[src/rtl/pmu_i2c_pkg.sv]
package pmu_i2c_pkg;

  localparam int unsigned BYTE_W = 8;

  typedef enum logic [2:0] {
    ST_IDLE,
    ST_ADDR,
    ST_AACK,
    ST_RX,
    ST_DACK,
    ST_TX,
    ST_MACK
  } link_st_e;

  // constant contents of the configuration space after reset
  localparam logic [BYTE_W-1:0] VER_LOC  = 8'h03;
  localparam logic [BYTE_W-1:0] VER_VAL  = 8'h01;
  localparam logic [BYTE_W-1:0] VOUT_LOC = 8'h23;
  localparam logic [BYTE_W-1:0] VOUT_VAL = 8'h16;
  localparam logic [BYTE_W-1:0] IRQE_LOC = 8'h40;
  localparam logic [BYTE_W-1:0] IRQE_VAL = 8'hD8;

  function automatic logic [BYTE_W-1:0] reset_byte(input logic [BYTE_W-1:0] loc);
    logic [BYTE_W-1:0] v;
    v = '0;
    if (loc == VER_LOC)  v = VER_VAL;
    if (loc == VOUT_LOC) v = VOUT_VAL;
    if (loc == IRQE_LOC) v = IRQE_VAL;
    return v;
  endfunction

  function automatic logic [BYTE_W-1:0] shift_in(input logic [BYTE_W-1:0] cur, input logic bit_i);
    return {cur[BYTE_W-2:0], bit_i};
  endfunction

endpackage

[src/rtl/pmu_i2c_busmon.sv]
module pmu_i2c_busmon #(
  parameter int STAGES = 2
) (
  input  logic clk_i,
  input  logic rst_ni,
  input  logic scl_i,
  input  logic sda_i,
  output logic sda_o,
  output logic scl_rise_o,
  output logic scl_fall_o,
  output logic start_o,
  output logic stop_o
);

  logic [STAGES-1:0] scl_ff, sda_ff;
  logic scl_d, sda_d, scl_s;

  always_ff @(posedge clk_i) begin
    if (!rst_ni) begin
      scl_ff <= '1;
      sda_ff <= '1;
      scl_d  <= 1'b1;
      sda_d  <= 1'b1;
    end else begin
      scl_ff <= {scl_ff[STAGES-2:0], scl_i};
      sda_ff <= {sda_ff[STAGES-2:0], sda_i};
      scl_d  <= scl_ff[STAGES-1];
      sda_d  <= sda_ff[STAGES-1];
    end
  end

  assign scl_s      = scl_ff[STAGES-1];
  assign sda_o      = sda_ff[STAGES-1];
  assign scl_rise_o = scl_s & ~scl_d;
  assign scl_fall_o = ~scl_s & scl_d;
  // conditions only count while SCL has been high on both samples
  assign start_o    = scl_s & scl_d & sda_d & ~sda_o;
  assign stop_o     = scl_s & scl_d & ~sda_d & sda_o;

endmodule

[src/rtl/pmu_i2c_link.sv]
module pmu_i2c_link
  import pmu_i2c_pkg::*;
#(
  parameter logic [6:0] TGT_ADDR = 7'h34
) (
  input  logic              clk_i,
  input  logic              rst_ni,
  input  logic              scl_rise_i,
  input  logic              scl_fall_i,
  input  logic              sda_i,
  input  logic              start_i,
  input  logic              stop_i,
  input  logic [BYTE_W-1:0] rd_data_i,
  output logic              sda_oe_o,
  output logic              wr_stb_o,
  output logic [BYTE_W-1:0] wr_byte_o,
  output logic              rd_stb_o
);

  localparam logic [3:0] BITS_DONE = 4'(BYTE_W);

  link_st_e          st_q;
  logic [3:0]        bitcnt_q;
  logic [BYTE_W-1:0] sh_q;
  logic              rw_q, oe_q, mack_q;
  logic              quiet, byte_end;

  assign quiet    = ~start_i & ~stop_i;
  assign byte_end = scl_fall_i & (bitcnt_q == BITS_DONE);

  always_ff @(posedge clk_i) begin
    if (!rst_ni) begin
      st_q     <= ST_IDLE;
      bitcnt_q <= '0;
      sh_q     <= '0;
      rw_q     <= 1'b0;
      oe_q     <= 1'b0;
      mack_q   <= 1'b0;
    end else if (start_i) begin
      st_q     <= ST_ADDR;
      bitcnt_q <= '0;
      oe_q     <= 1'b0;
    end else if (stop_i) begin
      st_q <= ST_IDLE;
      oe_q <= 1'b0;
    end else begin
      unique case (st_q)
        ST_ADDR: begin
          if (scl_rise_i) begin
            sh_q     <= shift_in(sh_q, sda_i);
            bitcnt_q <= bitcnt_q + 4'd1;
          end else if (byte_end) begin
            if (sh_q[BYTE_W-1:1] == TGT_ADDR) begin
              rw_q <= sh_q[0];
              oe_q <= 1'b1;
              st_q <= ST_AACK;
            end else begin
              st_q <= ST_IDLE;
            end
          end
        end
        ST_AACK: begin
          if (scl_fall_i) begin
            bitcnt_q <= '0;
            if (rw_q) begin
              sh_q <= rd_data_i;
              oe_q <= ~rd_data_i[BYTE_W-1];
              st_q <= ST_TX;
            end else begin
              oe_q <= 1'b0;
              st_q <= ST_RX;
            end
          end
        end
        ST_RX: begin
          if (scl_rise_i) begin
            sh_q     <= shift_in(sh_q, sda_i);
            bitcnt_q <= bitcnt_q + 4'd1;
          end else if (byte_end) begin
            oe_q <= 1'b1;
            st_q <= ST_DACK;
          end
        end
        ST_DACK: begin
          if (scl_fall_i) begin
            oe_q     <= 1'b0;
            bitcnt_q <= '0;
            st_q     <= ST_RX;
          end
        end
        ST_TX: begin
          if (scl_rise_i) begin
            bitcnt_q <= bitcnt_q + 4'd1;
          end else if (byte_end) begin
            oe_q <= 1'b0;
            st_q <= ST_MACK;
          end else if (scl_fall_i) begin
            sh_q <= {sh_q[BYTE_W-2:0], 1'b0};
            oe_q <= ~sh_q[BYTE_W-2];
          end
        end
        ST_MACK: begin
          if (scl_rise_i) begin
            mack_q <= ~sda_i;
          end else if (scl_fall_i) begin
            if (mack_q) begin
              sh_q     <= rd_data_i;
              oe_q     <= ~rd_data_i[BYTE_W-1];
              bitcnt_q <= '0;
              st_q     <= ST_TX;
            end else begin
              st_q <= ST_IDLE;
            end
          end
        end
        default: st_q <= ST_IDLE;
      endcase
    end
  end

  assign sda_oe_o  = oe_q;
  assign wr_byte_o = sh_q;
  assign wr_stb_o  = quiet & (st_q == ST_RX) & byte_end;
  assign rd_stb_o  = quiet & scl_fall_i &
                     (((st_q == ST_AACK) & rw_q) | ((st_q == ST_MACK) & mack_q));

endmodule

[src/rtl/pmu_i2c_regs.sv]
module pmu_i2c_regs
  import pmu_i2c_pkg::*;
#(
  parameter int                NUM_REGS = 186,
  parameter logic [BYTE_W-1:0] WR_ADDR  = 8'h23
) (
  input  logic              clk_i,
  input  logic              rst_ni,
  input  logic              bus_evt_i,
  input  logic              wr_stb_i,
  input  logic [BYTE_W-1:0] wr_byte_i,
  input  logic              rd_stb_i,
  output logic [BYTE_W-1:0] rd_data_o,
  output logic [BYTE_W-1:0] ptr_o,
  output logic              ptr_loaded_o
);

  localparam logic [BYTE_W-1:0] LAST_PLUS1 = BYTE_W'(NUM_REGS);

  logic [BYTE_W-1:0] ptr_q, wreg_q;
  logic              loaded_q, in_map;

  assign in_map = ptr_q < LAST_PLUS1;

  always_ff @(posedge clk_i) begin
    if (!rst_ni) begin
      ptr_q    <= '0;
      wreg_q   <= reset_byte(WR_ADDR);
      loaded_q <= 1'b0;
    end else begin
      if (bus_evt_i) loaded_q <= 1'b0;
      if (wr_stb_i) begin
        if (!loaded_q) begin
          ptr_q    <= wr_byte_i;
          loaded_q <= 1'b1;
        end else if (ptr_q == WR_ADDR) begin
          wreg_q <= wr_byte_i;
          ptr_q  <= ptr_q + 1'b1;
        end
      end else if (rd_stb_i && in_map) begin
        ptr_q <= ptr_q + 1'b1;
      end
    end
  end

  assign rd_data_o    = !in_map ? '1 : (ptr_q == WR_ADDR) ? wreg_q : reset_byte(ptr_q);
  assign ptr_o        = ptr_q;
  assign ptr_loaded_o = loaded_q;

endmodule

[src/rtl/pmu_i2c_target.sv]
module pmu_i2c_target
  import pmu_i2c_pkg::*;
#(
  parameter logic [6:0]        TGT_ADDR    = 7'h34,
  parameter int                NUM_REGS    = 186,
  parameter logic [BYTE_W-1:0] WR_ADDR     = 8'h23,
  parameter int                SYNC_STAGES = 2
) (
  input  logic clk_i,
  input  logic rst_ni,
  input  logic scl_i,
  input  logic sda_i,
  output logic sda_oe_o
);

  logic              sda_s, scl_rise, scl_fall, start_evt, stop_evt, bus_evt;
  logic              wr_stb, rd_stb, ptr_loaded;
  logic [BYTE_W-1:0] wr_byte, rd_data, ptr;

  pmu_i2c_busmon #(.STAGES(SYNC_STAGES)) busmon_i (
    .clk_i      (clk_i),
    .rst_ni     (rst_ni),
    .scl_i      (scl_i),
    .sda_i      (sda_i),
    .sda_o      (sda_s),
    .scl_rise_o (scl_rise),
    .scl_fall_o (scl_fall),
    .start_o    (start_evt),
    .stop_o     (stop_evt)
  );

  assign bus_evt = start_evt | stop_evt;

  pmu_i2c_link #(.TGT_ADDR(TGT_ADDR)) link_i (
    .clk_i      (clk_i),
    .rst_ni     (rst_ni),
    .scl_rise_i (scl_rise),
    .scl_fall_i (scl_fall),
    .sda_i      (sda_s),
    .start_i    (start_evt),
    .stop_i     (stop_evt),
    .rd_data_i  (rd_data),
    .sda_oe_o   (sda_oe_o),
    .wr_stb_o   (wr_stb),
    .wr_byte_o  (wr_byte),
    .rd_stb_o   (rd_stb)
  );

  pmu_i2c_regs #(.NUM_REGS(NUM_REGS), .WR_ADDR(WR_ADDR)) regs_i (
    .clk_i        (clk_i),
    .rst_ni       (rst_ni),
    .bus_evt_i    (bus_evt),
    .wr_stb_i     (wr_stb),
    .wr_byte_i    (wr_byte),
    .rd_stb_i     (rd_stb),
    .rd_data_o    (rd_data),
    .ptr_o        (ptr),
    .ptr_loaded_o (ptr_loaded)
  );

endmodule

[config.mk]
export PLATFORM = sky130hd
export DESIGN_NAME = pmu_i2c_target
export DESIGN_NICKNAME = d
export VERILOG_FILES = /design/src/rtl/pmu_i2c_pkg.sv /design/src/rtl/pmu_i2c_busmon.sv /design/src/rtl/pmu_i2c_link.sv /design/src/rtl/pmu_i2c_regs.sv /design/src/rtl/pmu_i2c_target.sv
export SDC_FILE = /design/constraint.sdc
export NUM_CORES = 1
export LEC_CHECK = 0
export ABC_AREA = 1
export BUFFER_PORTS_ARGS = -buffer_cell sky130_fd_sc_hd__buf_2
export CORE_ASPECT_RATIO = 1.2
export CORE_MARGIN = 1.5
export CORE_UTILIZATION = 45
export CTS_CLUSTER_DIAMETER = 200
export DETAILED_ROUTE_END_ITERATION = 10
export PLACE_DENSITY = 0.63
export SETUP_SLACK_MARGIN = 0.4
export SYNTH_ARGS = -nofsm -noshare
export SYNTH_HDL_FRONTEND = slang
export SYNTH_SLANG_ARGS = --single-unit
[constraint.sdc]
create_clock -name clk_i -period 3.8 [get_ports clk_i]
set_input_delay 0.95 -clock clk_i [delete_from_list [all_inputs] [get_ports clk_i]]
set_output_delay 0.95 -clock clk_i [all_outputs]
set_load 0.01 [all_outputs]
==> impl_metrics.env, run 1 <==
export IMPL_status="completed"
export IMPL_antenna_found_initial=0
export IMPL_grt_first_pass_wirelength_mm=11.1
export IMPL_crit_type="flop to flop"
export IMPL_synthTopCellsByArea="dfxtp_1, nand2_1, nor2_1"
export IMPL_synthAdderAreaFrac_pct=1.89
export IMPL_worst_hold_slack_ps=422
export IMPL_postCtsSetupRepairBufs=0
export IMPL_vias=2593
export IMPL_area_growth_synth_to_final_pct=5.29
export IMPL_ctsHoldBuffers=0
export IMPL_startpoint_type="flop"
export IMPL_gr_total_overflow=0
export IMPL_drc=0
export IMPL_fmax_ghz=0.501
export IMPL_final_cell_mix="nand2_1, nor2_1, inv_1, nand3_1, dfxtp_1"
export IMPL_power_mw=1.47
export IMPL_synth_cell_type_count=30
export IMPL_r2r_slack_ps=1800
export IMPL_finalClockSkew_ps=10.3
export IMPL_holdPathEnd="busmon_i.sda_ff[1]$_SDFF_PN1_"
export IMPL_clkTransAtPathRegs_ps=90
export IMPL_cts_root_buf="clkbuf_8"
export IMPL_ff2ff_path_depth=11
export IMPL_antennaDiodeCount=0
export IMPL_max_slew_margin_pct=64.2
export IMPL_ant_nets=0
export IMPL_fin_tns_setup_ps=0
export IMPL_firstDrtPassIters=4
export IMPL_finish_instance_area_mm2=0.00279
export IMPL_drv_cap=0
export IMPL_placed_cell_area_mm2=0.00270
export IMPL_final_common_cell="nand2_1"
export IMPL_internal_power_mw=0.820
export IMPL_worst_pin_slew_ps=537
export IMPL_crit_required_ps=4010
export IMPL_die_h_um=87.1
export IMPL_ys_warn_count=0
export IMPL_finalWeightedCongestion=0.948
export IMPL_min_from="busmon_i.sda_ff[0]$_SDFF_PN1_"
export IMPL_io_pins=5
export IMPL_nets=434
export IMPL_yosys_area_share_simple_pct=44.6
export IMPL_fin_crit_ps=2000
export IMPL_p_sw_share_pct=44.1
export IMPL_hpwlAfterDp_mm=5.00
export IMPL_syn_area_mm2=0.00265
export IMPL_dp_cells=499
export IMPL_tritoncts="done"
export IMPL_fill_cells=616
export IMPL_p_seq_share_pct=38.9
export IMPL_avgRoutedWirePerCell_um=13.1
export IMPL_synth_top_family_by_area="simple AND/OR/NAND/NOR gates"
export IMPL_power_frac_clock_pct=19.8
export IMPL_synth_top_area_share_pct=31.0
export IMPL_drv_slew=0
export IMPL_timing_rr_end="link_i.wr_byte_o[4]$_SDFFE_PN0P_"
export IMPL_synth_xor_xnor_area_share_pct=1.98
export IMPL_rr_startpoint="link_i.st_q[1]$_SDFFE_PP0P_"
export IMPL_synth_compound_area_share_pct=10.2
export IMPL_rows=30
export IMPL_critical_path_arrival_ps=2200
export IMPL_peakVddDrop_mv=0.245
export IMPL_die_width_um=73.1
export IMPL_cp_max_fo=9
export IMPL_cts_resized=0
export IMPL_power_leakage_nw=1.44
export IMPL_synth_fp_nets=433
export IMPL_vias_per_cell=5.11
export IMPL_hold_class="flop to flop"
export IMPL_io_buffers=4
export IMPL_wirelength_mm=6.63
export IMPL_grt_usage_pct=22.4
export IMPL_clockBufferDepth=2
export IMPL_clock_latency_ps=300
export IMPL_die_area_mm2=0.00636
export IMPL_synth_seq_cells=41
export IMPL_drt_iter0_markers=225
export IMPL_core_area_mm2=0.00567
export IMPL_p_sw_mw=0.648
export IMPL_synth_top_area_cell="dfxtp_1"
export IMPL_pwr_share_comb_pct=41.3
export IMPL_cts_sinks=41
export IMPL_p_per_area_mw_per_mm2=526
export IMPL_grt_pass1_vias=2311
export IMPL_drive_above_1_share_pct=8.67
export IMPL_h_tree_depth=2
export IMPL_hold_viol=0
export IMPL_synth_cells=425
export IMPL_yosysSeqAreaShare_pct=31.0
export IMPL_rsz0062_at_grt="no"
export IMPL_cts_buffers=5
export IMPL_synth_mux_area_share_pct=0
export IMPL_whs_path_depth=1
export IMPL_period_share_pct=52.5
export IMPL_start_util_pct=46.8
export IMPL_grt_max_degree=30
export IMPL_endpoint_kind="flop"
export IMPL_setup_viol=0
export IMPL_syn_avg_cell_area_um2=6.24
export IMPL_stdcell_count=507
## Yosys cell counts
cell       instances
buf_6              3
nor2_4             1
clkbuf_1           1
nand3_2            1
ha_1               4
nor2_1            70
nor2_2             5
o2111ai_1          1
xnor2_1            1
buf_2              5
xor2_1             5
o211ai_1           3
or2_2              5
inv_2              3
a21oi_1           20
nor3_4             3
nand3b_4           1
nand3_4            1
nand2_2            3
nand2_1          112
clkbuf_2           1
o21ai_0           24
inv_1             52
nand3_1           42
nand4_1            8
nand2_4            3
nand3b_1           1
nor3b_1            1
o21ai_1            4
dfxtp_1           41
## per-layer routing
metal  vias up  GRT usage, %  wire (um)  share of wire, %
li1       1352             -          -                 -
met1      1179          28.7       2990                45
met2        52          38.6       3310                50
met3        10          3.13        210               3.2
met4         0          6.52        115               1.7
met5         -             0          0                 0
## power by group through the flow
stage	logic, mW	registers, mW	clock network, mW
after CTS	0.604	0.570	0.299
after floorplan	0.508	0.544	0
final	0.607	0.572	0.290
after global routing	0.697	0.579	0.310
after global placement	0.597	0.581	0
after detailed placement	0.602	0.580	0
## cell families after synthesis
kind of cell | count (synthesis)
AOI/OAI and AO/OA | 52
xor gates and xnor gates | 6
adders and majority gates | 4
buffers and inverters | 65
DFF | 41
and+or+nand+nor | 257
## how the worst max path moves through the flow
| stage | startpoint | to | slack [ps] | depth (start not counted) |
|---|---|---|---|---|
| 6_report | link_i.st_q[1]$_SDFFE_PP0P_ | link_i.wr_byte_o[4]$_SDFFE_PN0P_ | 1800 | 11 |
| 5_1_grt | link_i.st_q[1]$_SDFFE_PP0P_ | regs_i.ptr_o[4]$_SDFFE_PN0P_ | 1510 | 7 |
| 4_1_cts | link_i.st_q[1]$_SDFFE_PP0P_ | regs_i.ptr_o[4]$_SDFFE_PN0P_ | 1830 | 7 |
| 3_5_place_dp | rst_ni | link_i.st_q[1]$_SDFFE_PP0P_ | 1520 | 5 |
| 3_3_place_gp | rst_ni | link_i.st_q[2]$_SDFFE_PP0P_ | 1580 | 5 |
| 2_1_floorplan | rst_ni | regs_i.wreg_q[1]$_SDFFE_PN1P_ | 2190 | 3 |
## flip-flops by register name (all words and copies together) (netlist names)
signal	flops
link_i.rw_q	1
regs_i.ptr_o	8
link_i.st_q	3
busmon_i.scl_d	1
link_i.mack_q	1
link_i.bitcnt_q	4
link_i.wr_byte_o	8
busmon_i.scl_ff	2
busmon_i.sda_ff	2
busmon_i.sda_d	1
regs_i.ptr_loaded_o	1
regs_i.wreg_q	8
link_i.sda_oe_o	1
## critical path: stages (launching register included)
cell,delay [ps]
dfxtp_1,580
inv_1,170
nand3_1,180
inv_1,80
nand2_1,80
nand2_1,100
inv_1,100
nand3_1,80
nor2_1,330
nand2_1,100
inv_1,70
nor2_1,40
## area by class of cell
type / instances / area, um2 / area share [%]
Sequential cell: 41 / 821 / 29.4
Timing Repair Buffer: 4 / 20.0 / 0.717
Inverter: 55 / 206 / 7.40
Tap cell: 80 / 100 / 3.59
Multi-Input combinational cell: 319 / 1560 / 55.7
Clock buffer: 6 / 72.6 / 2.60
Clock inverter: 2 / 15.0 / 0.538
## stage by stage
step	worst slack, ps	utilization, %
2_1_floorplan	2190	-
3_3_place_gp	1580	47.7
3_5_place_dp	1520	47.7
4_1_cts	1830	49.2
5_1_grt	1510	49.2
6_report	1800	49.2
(Power assumes the default switching activity.)
==> run 2: changes to the inputs <==
ABC_AREA = 0   (was 1)
clock period = 1.96 ns   (was 3.8 ns; I/O delays follow)
==> impl_metrics.env, run 2 <==
export IMPL_grt_first_pass_wirelength_mm=10.3
export IMPL_r2r_slack_ps=130
export IMPL_crit_type="flop to flop"
export IMPL_fmax_ghz=0.547
export IMPL_finalClockSkew_ps=10.3
export IMPL_synth_cells=274
export IMPL_synth_top_area_cell="dfxtp_1"
export IMPL_synth_ff_type="dfxtp_1"
export IMPL_critical_path_arrival_ps=2020
export IMPL_antenna_found_initial=0
export IMPL_cp_max_fo=7
export IMPL_start_util_pct=46.6
export IMPL_ctsHoldBuffers=0
export IMPL_nets=320
export IMPL_status="completed"
export IMPL_hold_viol=0
export IMPL_vias=2271
export IMPL_synthTopCellsByArea="dfxtp_1, a21oi_1, mux2i_1"
export IMPL_final_common_cell="buf_4"
export IMPL_die_h_um=81.1
export IMPL_h_tree_depth=2
export IMPL_fin_crit_ps=1830
export IMPL_hold_class="primary input to flop"
export IMPL_period_share_pct=93.3
export IMPL_fill_cells=436
export IMPL_clock_latency_ps=300
export IMPL_hpwlAfterDp_mm=4.21
export IMPL_grt_max_degree=20
export IMPL_synth_cell_type_count=55
export IMPL_tritoncts="done"
export IMPL_ff2ff_path_depth=9
export IMPL_syn_area_mm2=0.00229
export IMPL_rows=28
export IMPL_io_buffers=4
export IMPL_power_leakage_nw=1.08
export IMPL_timing_rr_end="link_i.wr_byte_o[6]$_SDFFE_PN0P_"
export IMPL_yosys_top_cells_count="dfxtp_1, a21oi_1, nor2_1"
export IMPL_endpoint_kind="flop"
export IMPL_synth_fp_nets=282
export IMPL_die_area_mm2=0.00552
export IMPL_die_width_um=68.1
export IMPL_crit_required_ps=2150
export IMPL_grt_pass1_vias=2098
export IMPL_wirelength_mm=6.51
export IMPL_p_sw_mw=0.396
export IMPL_avgRoutedWirePerCell_um=17.5
export IMPL_synth_top_area_share_pct=35.9
export IMPL_yosysMostFrequentCell="dfxtp_1"
export IMPL_internal_power_mw=1.30
export IMPL_whs_path_depth=2
export IMPL_grt_usage_pct=25.1
export IMPL_p_per_area_mw_per_mm2=565
export IMPL_pwr_share_comb_pct=7.5
export IMPL_cts_sinks=41
export IMPL_synth_seq_cells=41
export IMPL_rr_startpoint="link_i.bitcnt_q[1]$_SDFFE_PP0P_"
export IMPL_max_slew_margin_pct=68.3
export IMPL_antennaDiodeCount=0
export IMPL_firstDrtPassIters=4
export IMPL_p_seq_share_pct=49.6
export IMPL_clockBufferDepth=2
export IMPL_power_mw=1.70
export IMPL_finalWeightedCongestion=0.836
export IMPL_vias_per_cell=6.09
export IMPL_ys_warn_count=0
export IMPL_area_growth_synth_to_final_pct=31.5
export IMPL_holdPathEnd="busmon_i.sda_ff[0]$_SDFF_PN1_"
export IMPL_rsz0062_at_grt="yes"
export IMPL_min_from="sda_i"
export IMPL_core_area_mm2=0.00490
export IMPL_ant_nets=0
export IMPL_drc=0
export IMPL_final_cell_mix="buf_4, dfxtp_1, a21oi_1, nor2_1, nand2_1"
export IMPL_p_sw_share_pct=23.3
export IMPL_startpoint_type="flop"
export IMPL_peakVddDrop_mv=0.427
export IMPL_clkTransAtPathRegs_ps=90
export IMPL_fin_tns_setup_ps=0
export IMPL_cts_root_buf="clkbuf_8"
export IMPL_drv_cap=0
export IMPL_drv_slew=0
export IMPL_gr_total_overflow=0
export IMPL_drive_above_1_share_pct=35.1
export IMPL_syn_avg_cell_area_um2=8.35
export IMPL_io_pins=5
export IMPL_worst_pin_slew_ps=475
export IMPL_yosysSeqAreaShare_pct=35.9
export IMPL_synth_edf_count=0
export IMPL_cts_buffers=5
export IMPL_setup_viol=0
export IMPL_drt_iter0_markers=121
export IMPL_ys_async_sr_fraction_pct=0
export IMPL_power_frac_clock_pct=42.9
==> run 2: worst max-delay path by stage <==
stage                                        to  slack [ps]                       startpoint  cells past startpoint
6_report       link_i.wr_byte_o[6]$_SDFFE_PN0P_         130  link_i.bitcnt_q[1]$_SDFFE_PP0P_                      9
5_1_grt            regs_i.ptr_o[2]$_SDFFE_PN0P_          50  link_i.bitcnt_q[1]$_SDFFE_PP0P_                      9
4_1_cts            regs_i.ptr_o[2]$_SDFFE_PN0P_         180     regs_i.ptr_o[7]$_SDFFE_PN0P_                      6
3_5_place_dp       regs_i.ptr_o[2]$_SDFFE_PN0P_          20  link_i.bitcnt_q[1]$_SDFFE_PP0P_                      8
3_3_place_gp       regs_i.ptr_o[2]$_SDFFE_PN0P_          70     regs_i.ptr_o[7]$_SDFFE_PN0P_                      6
2_1_floorplan     regs_i.wreg_q[4]$_SDFFE_PN1P_         170     regs_i.ptr_o[3]$_SDFFE_PN0P_                      6
==> run 2: power groups by stage <==
stage                     clock [mW]  combinational, mW  sequential, mW
after CTS                      0.740              0.112           0.844
after floorplan                    0             0.0729           0.865
after detailed placement           0              0.107           0.866
after global routing           0.782              0.138           0.845
after global placement             0              0.107           0.866
final                          0.729              0.127           0.844
==> run 2: kinds of logic after synthesis <==
kind of cell	after synthesis	share of synthesized area [%]
AO/OA/AOI/OAI	89	27.6
adder cells (fa/ha/maj)	5	2.63
multiplexers	12	5.25
flip-flops	41	35.9
buffers and inverters	30	5.85
AND/OR/NAND/NOR	96	22.4
XOR/XNOR	1	0.383
==> run 2: timing repair <==
item / CTS / global route
setup buffers: 11 / 4
gates cloned: 3 / 0
pin swaps: 23 / 12
endpoints found under the setup margin: 32 / 33
resized for setup: 32 / 23
==> run 2: final cells by class <==
class	count	area (um2)	share of cell area (%)
timing repair buffer	46	364	12.1
inverter	14	52.6	1.75
sequential	41	838	27.9
multi-input combinational	204	1560	51.8
clock inverter	2	37.5	1.25
tap	60	75.1	2.50
clock buffer	6	82.6	2.75
==> run 2: metal layers <==
| layer | GRT usage, % | routed length (um) | up-vias | part of all wire [%] |
|---|---|---|---|---|
| li1 | - | - | 1099 | - |
| met1 | 30.3 | 2720 | 1087 | 42 |
| met2 | 42.3 | 3290 | 63 | 50 |
| met3 | 4.57 | 266 | 22 | 4.1 |
| met4 | 12.0 | 232 | 0 | 3.6 |
| met5 | 0 | 0 | - | 0 |
==> run 2: per-stage QoR <==
step | cell area (um2) | std cells | hold slack (ps) | worst slack (ps) | util, %
final | 3010 | 373 | 371 | 131 | 61.3
after detailed placement | 2570 | 347 | 423 | 22.8 | 52.4
after global placement | 2570 | 347 | 419 | 68.9 | 52.4
after global routing | 3010 | 373 | 359 | 54.3 | 61.3
after floorplan | 2370 | 274 | 386 | 167 | -
after CTS | 2890 | 369 | 363 | 176 | 58.9
==> run 2: worst max-delay path: stages (launching register included) <==
cell	delay, ps
dfxtp_2	330
inv_2	60
ha_4	120
nand4b_1	120
buf_6	160
o211ai_1	270
a221oi_2	100
buf_4	170
and2_4	160
a32o_1	220
==> run 3: changes to the inputs <==
CORE_UTILIZATION = 30   (was 45)
PLACE_DENSITY = 0.47   (was 0.63)
==> impl_metrics.env, run 3 (synthesis gave the netlist of run 2 again) <==
export IMPL_cts_root_buf="clkbuf_8"
export IMPL_grt_max_degree=14
export IMPL_crit_start="link_i.bitcnt_q[1]$_SDFFE_PP0P_"
export IMPL_hold_class="primary input to flop"
export IMPL_vias_per_cell=5.43
export IMPL_grt_first_pass_wirelength_mm=12.0
export IMPL_p_per_area_mw_per_mm2=510
export IMPL_tritoncts="done"
export IMPL_clock_latency_ps=300
export IMPL_die_h_um=98.7
export IMPL_rsz0062_at_grt="yes"
export IMPL_fin_crit_ps=1890
export IMPL_crit_required_ps=2200
export IMPL_fin_tns_setup_ps=0
export IMPL_final_cell_mix="buf_4, dfxtp_1, nor2_1, nand2_1, a21oi_1"
export IMPL_antennaDiodeCount=0
export IMPL_die_width_um=82.7
export IMPL_io_buffers=4
export IMPL_finish_instance_area_mm2=0.00332
export IMPL_startpoint_type="flop"
export IMPL_antenna_found_initial=0
export IMPL_crit_chain="inv_2 > ha_4 > nand4b_1 > buf_4 > nor4_4 > buf_6 > mux2i_2 > or2_4 > a21oi_2"
export IMPL_core_area_mm2=0.00732
export IMPL_drv_slew=0
export IMPL_critical_path_buf_inv_count=3
export IMPL_period_share_pct=96.2
export IMPL_drv_cap=0
export IMPL_cp_max_fo=7
export IMPL_finalClockSkew_ps=10.1
export IMPL_drive_above_1_share_pct=43.5
export IMPL_fmax_ghz=0.530
export IMPL_max_slew_margin_pct=68.2
export IMPL_placed_cell_area_mm2=0.00276
export IMPL_cts_buffers=5
export IMPL_wirelength_mm=7.10
export IMPL_h_tree_depth=2
export IMPL_endpoint_kind="flop"
export IMPL_slowest_delay_ps=330
export IMPL_final_common_cell="buf_4"
export IMPL_clockBufferDepth=2
export IMPL_rr_startpoint="link_i.bitcnt_q[1]$_SDFFE_PP0P_"
export IMPL_drc=0
export IMPL_crit_family="simple AND/OR/NAND/NOR gates"
export IMPL_gr_total_overflow=0
export IMPL_vias=2286
export IMPL_io_pins=5
export IMPL_ctsHoldBuffers=0
export IMPL_hpwlAfterDp_mm=4.95
export IMPL_grt_pass1_vias=2339
export IMPL_avgRoutedWirePerCell_um=16.9
export IMPL_hold_viol=0
export IMPL_drt_iter0_markers=104
export IMPL_cts_sinks=41
export IMPL_setup_ws_ps=74.4
export IMPL_setup_viol=0
export IMPL_worst_pin_slew_ps=475
export IMPL_rows=34
export IMPL_area_growth_synth_to_final_pct=45.4
export IMPL_clkTransAtPathRegs_ps=90
export IMPL_nets=338
export IMPL_firstDrtPassIters=4
export IMPL_worst_path_max_delay_cell="dfxtp_2"
export IMPL_critical_path_arrival_ps=2130
export IMPL_die_area_mm2=0.00816
export IMPL_power_leakage_nw=1.18
export IMPL_crit_type="flop to flop"
export IMPL_start_util_pct=31.3
export IMPL_status="completed"
export IMPL_dp_slack_ps=41.0
export IMPL_min_from="scl_i"
export IMPL_ant_nets=0
export IMPL_peakVddDrop_mv=0.425
export IMPL_finalWeightedCongestion=0.847
export IMPL_grt_usage_pct=19.0
==> run 3: per-layer routing <==
metal,vias to the layer above,GRT usage (%),part of all wire (%)
met5,-,0,0
met4,0,6.28,1.7
met3,9,2.96,2.5
met2,35,31.9,50
met1,1105,24.3,45
li1,1137,-,-
==> run 3: report_power, final <==
group	leakage [nW]	total [mW]	internal, mW	switching, mW
sequential	0.336	0.845	0.839	0.00663
clock	0.0554	0.711	0.383	0.328
combinational	0.791	0.140	0.0594	0.0801
total	1.18	1.70	1.28	0.414
==> run 3: area by class of cell <==
type | instances | area, um2
Timing Repair Buffer | 64 | 524
Clock buffer | 6 | 72.6
Fill cell | 736 | 3990
Inverter | 14 | 56.3
Clock inverter | 2 | 38.8
Multi-Input combinational cell | 204 | 1680
Sequential cell | 41 | 837
Tap cell | 90 | 113
==> run 3: path summary, 6_finish.rpt <==
kind	end	slack, ps	cells after the start
worst min-delay path	busmon_i.scl_ff[0]$_SDFF_PN1_	370	2
worst max-delay path	regs_i.ptr_o[7]$_SDFFE_PN0P_	70	9
worst min register to register	busmon_i.scl_ff[1]$_SDFF_PN1_	410	1
worst max register to register	regs_i.ptr_o[7]$_SDFFE_PN0P_	70	9
==> run 3: worst reg2reg max path, stage by stage, from the launching register on <==
cell and delay, ps:
dfxtp_2 330, inv_2 60, ha_4 110, nand4b_1 220, buf_4 240, nor4_4 230, buf_6 210, mux2i_2 80
or2_4 260, a21oi_2 100
==> run 3: timing repair <==
action / 4_1_cts / 5_1_grt
cloned: 2 / 0
setup endpoints to repair: 32 / 33
pin swaps: 29 / 18
resized for setup: 47 / 39
setup buffers: 10 / 3
==> run 3: metrics by stage <==
step | util, % | hold slack (ps) | cells | power [mW]
2_1_floorplan | - | 386 | 274 | 0.938
3_3_place_gp | 37.8 | 390 | 398 | 0.981
3_5_place_dp | 37.8 | 397 | 398 | 0.982
4_1_cts | 42.8 | 359 | 418 | 1.71
5_1_grt | 45.4 | 363 | 421 | 1.77
6_report | 45.4 | 367 | 421 | 1.70
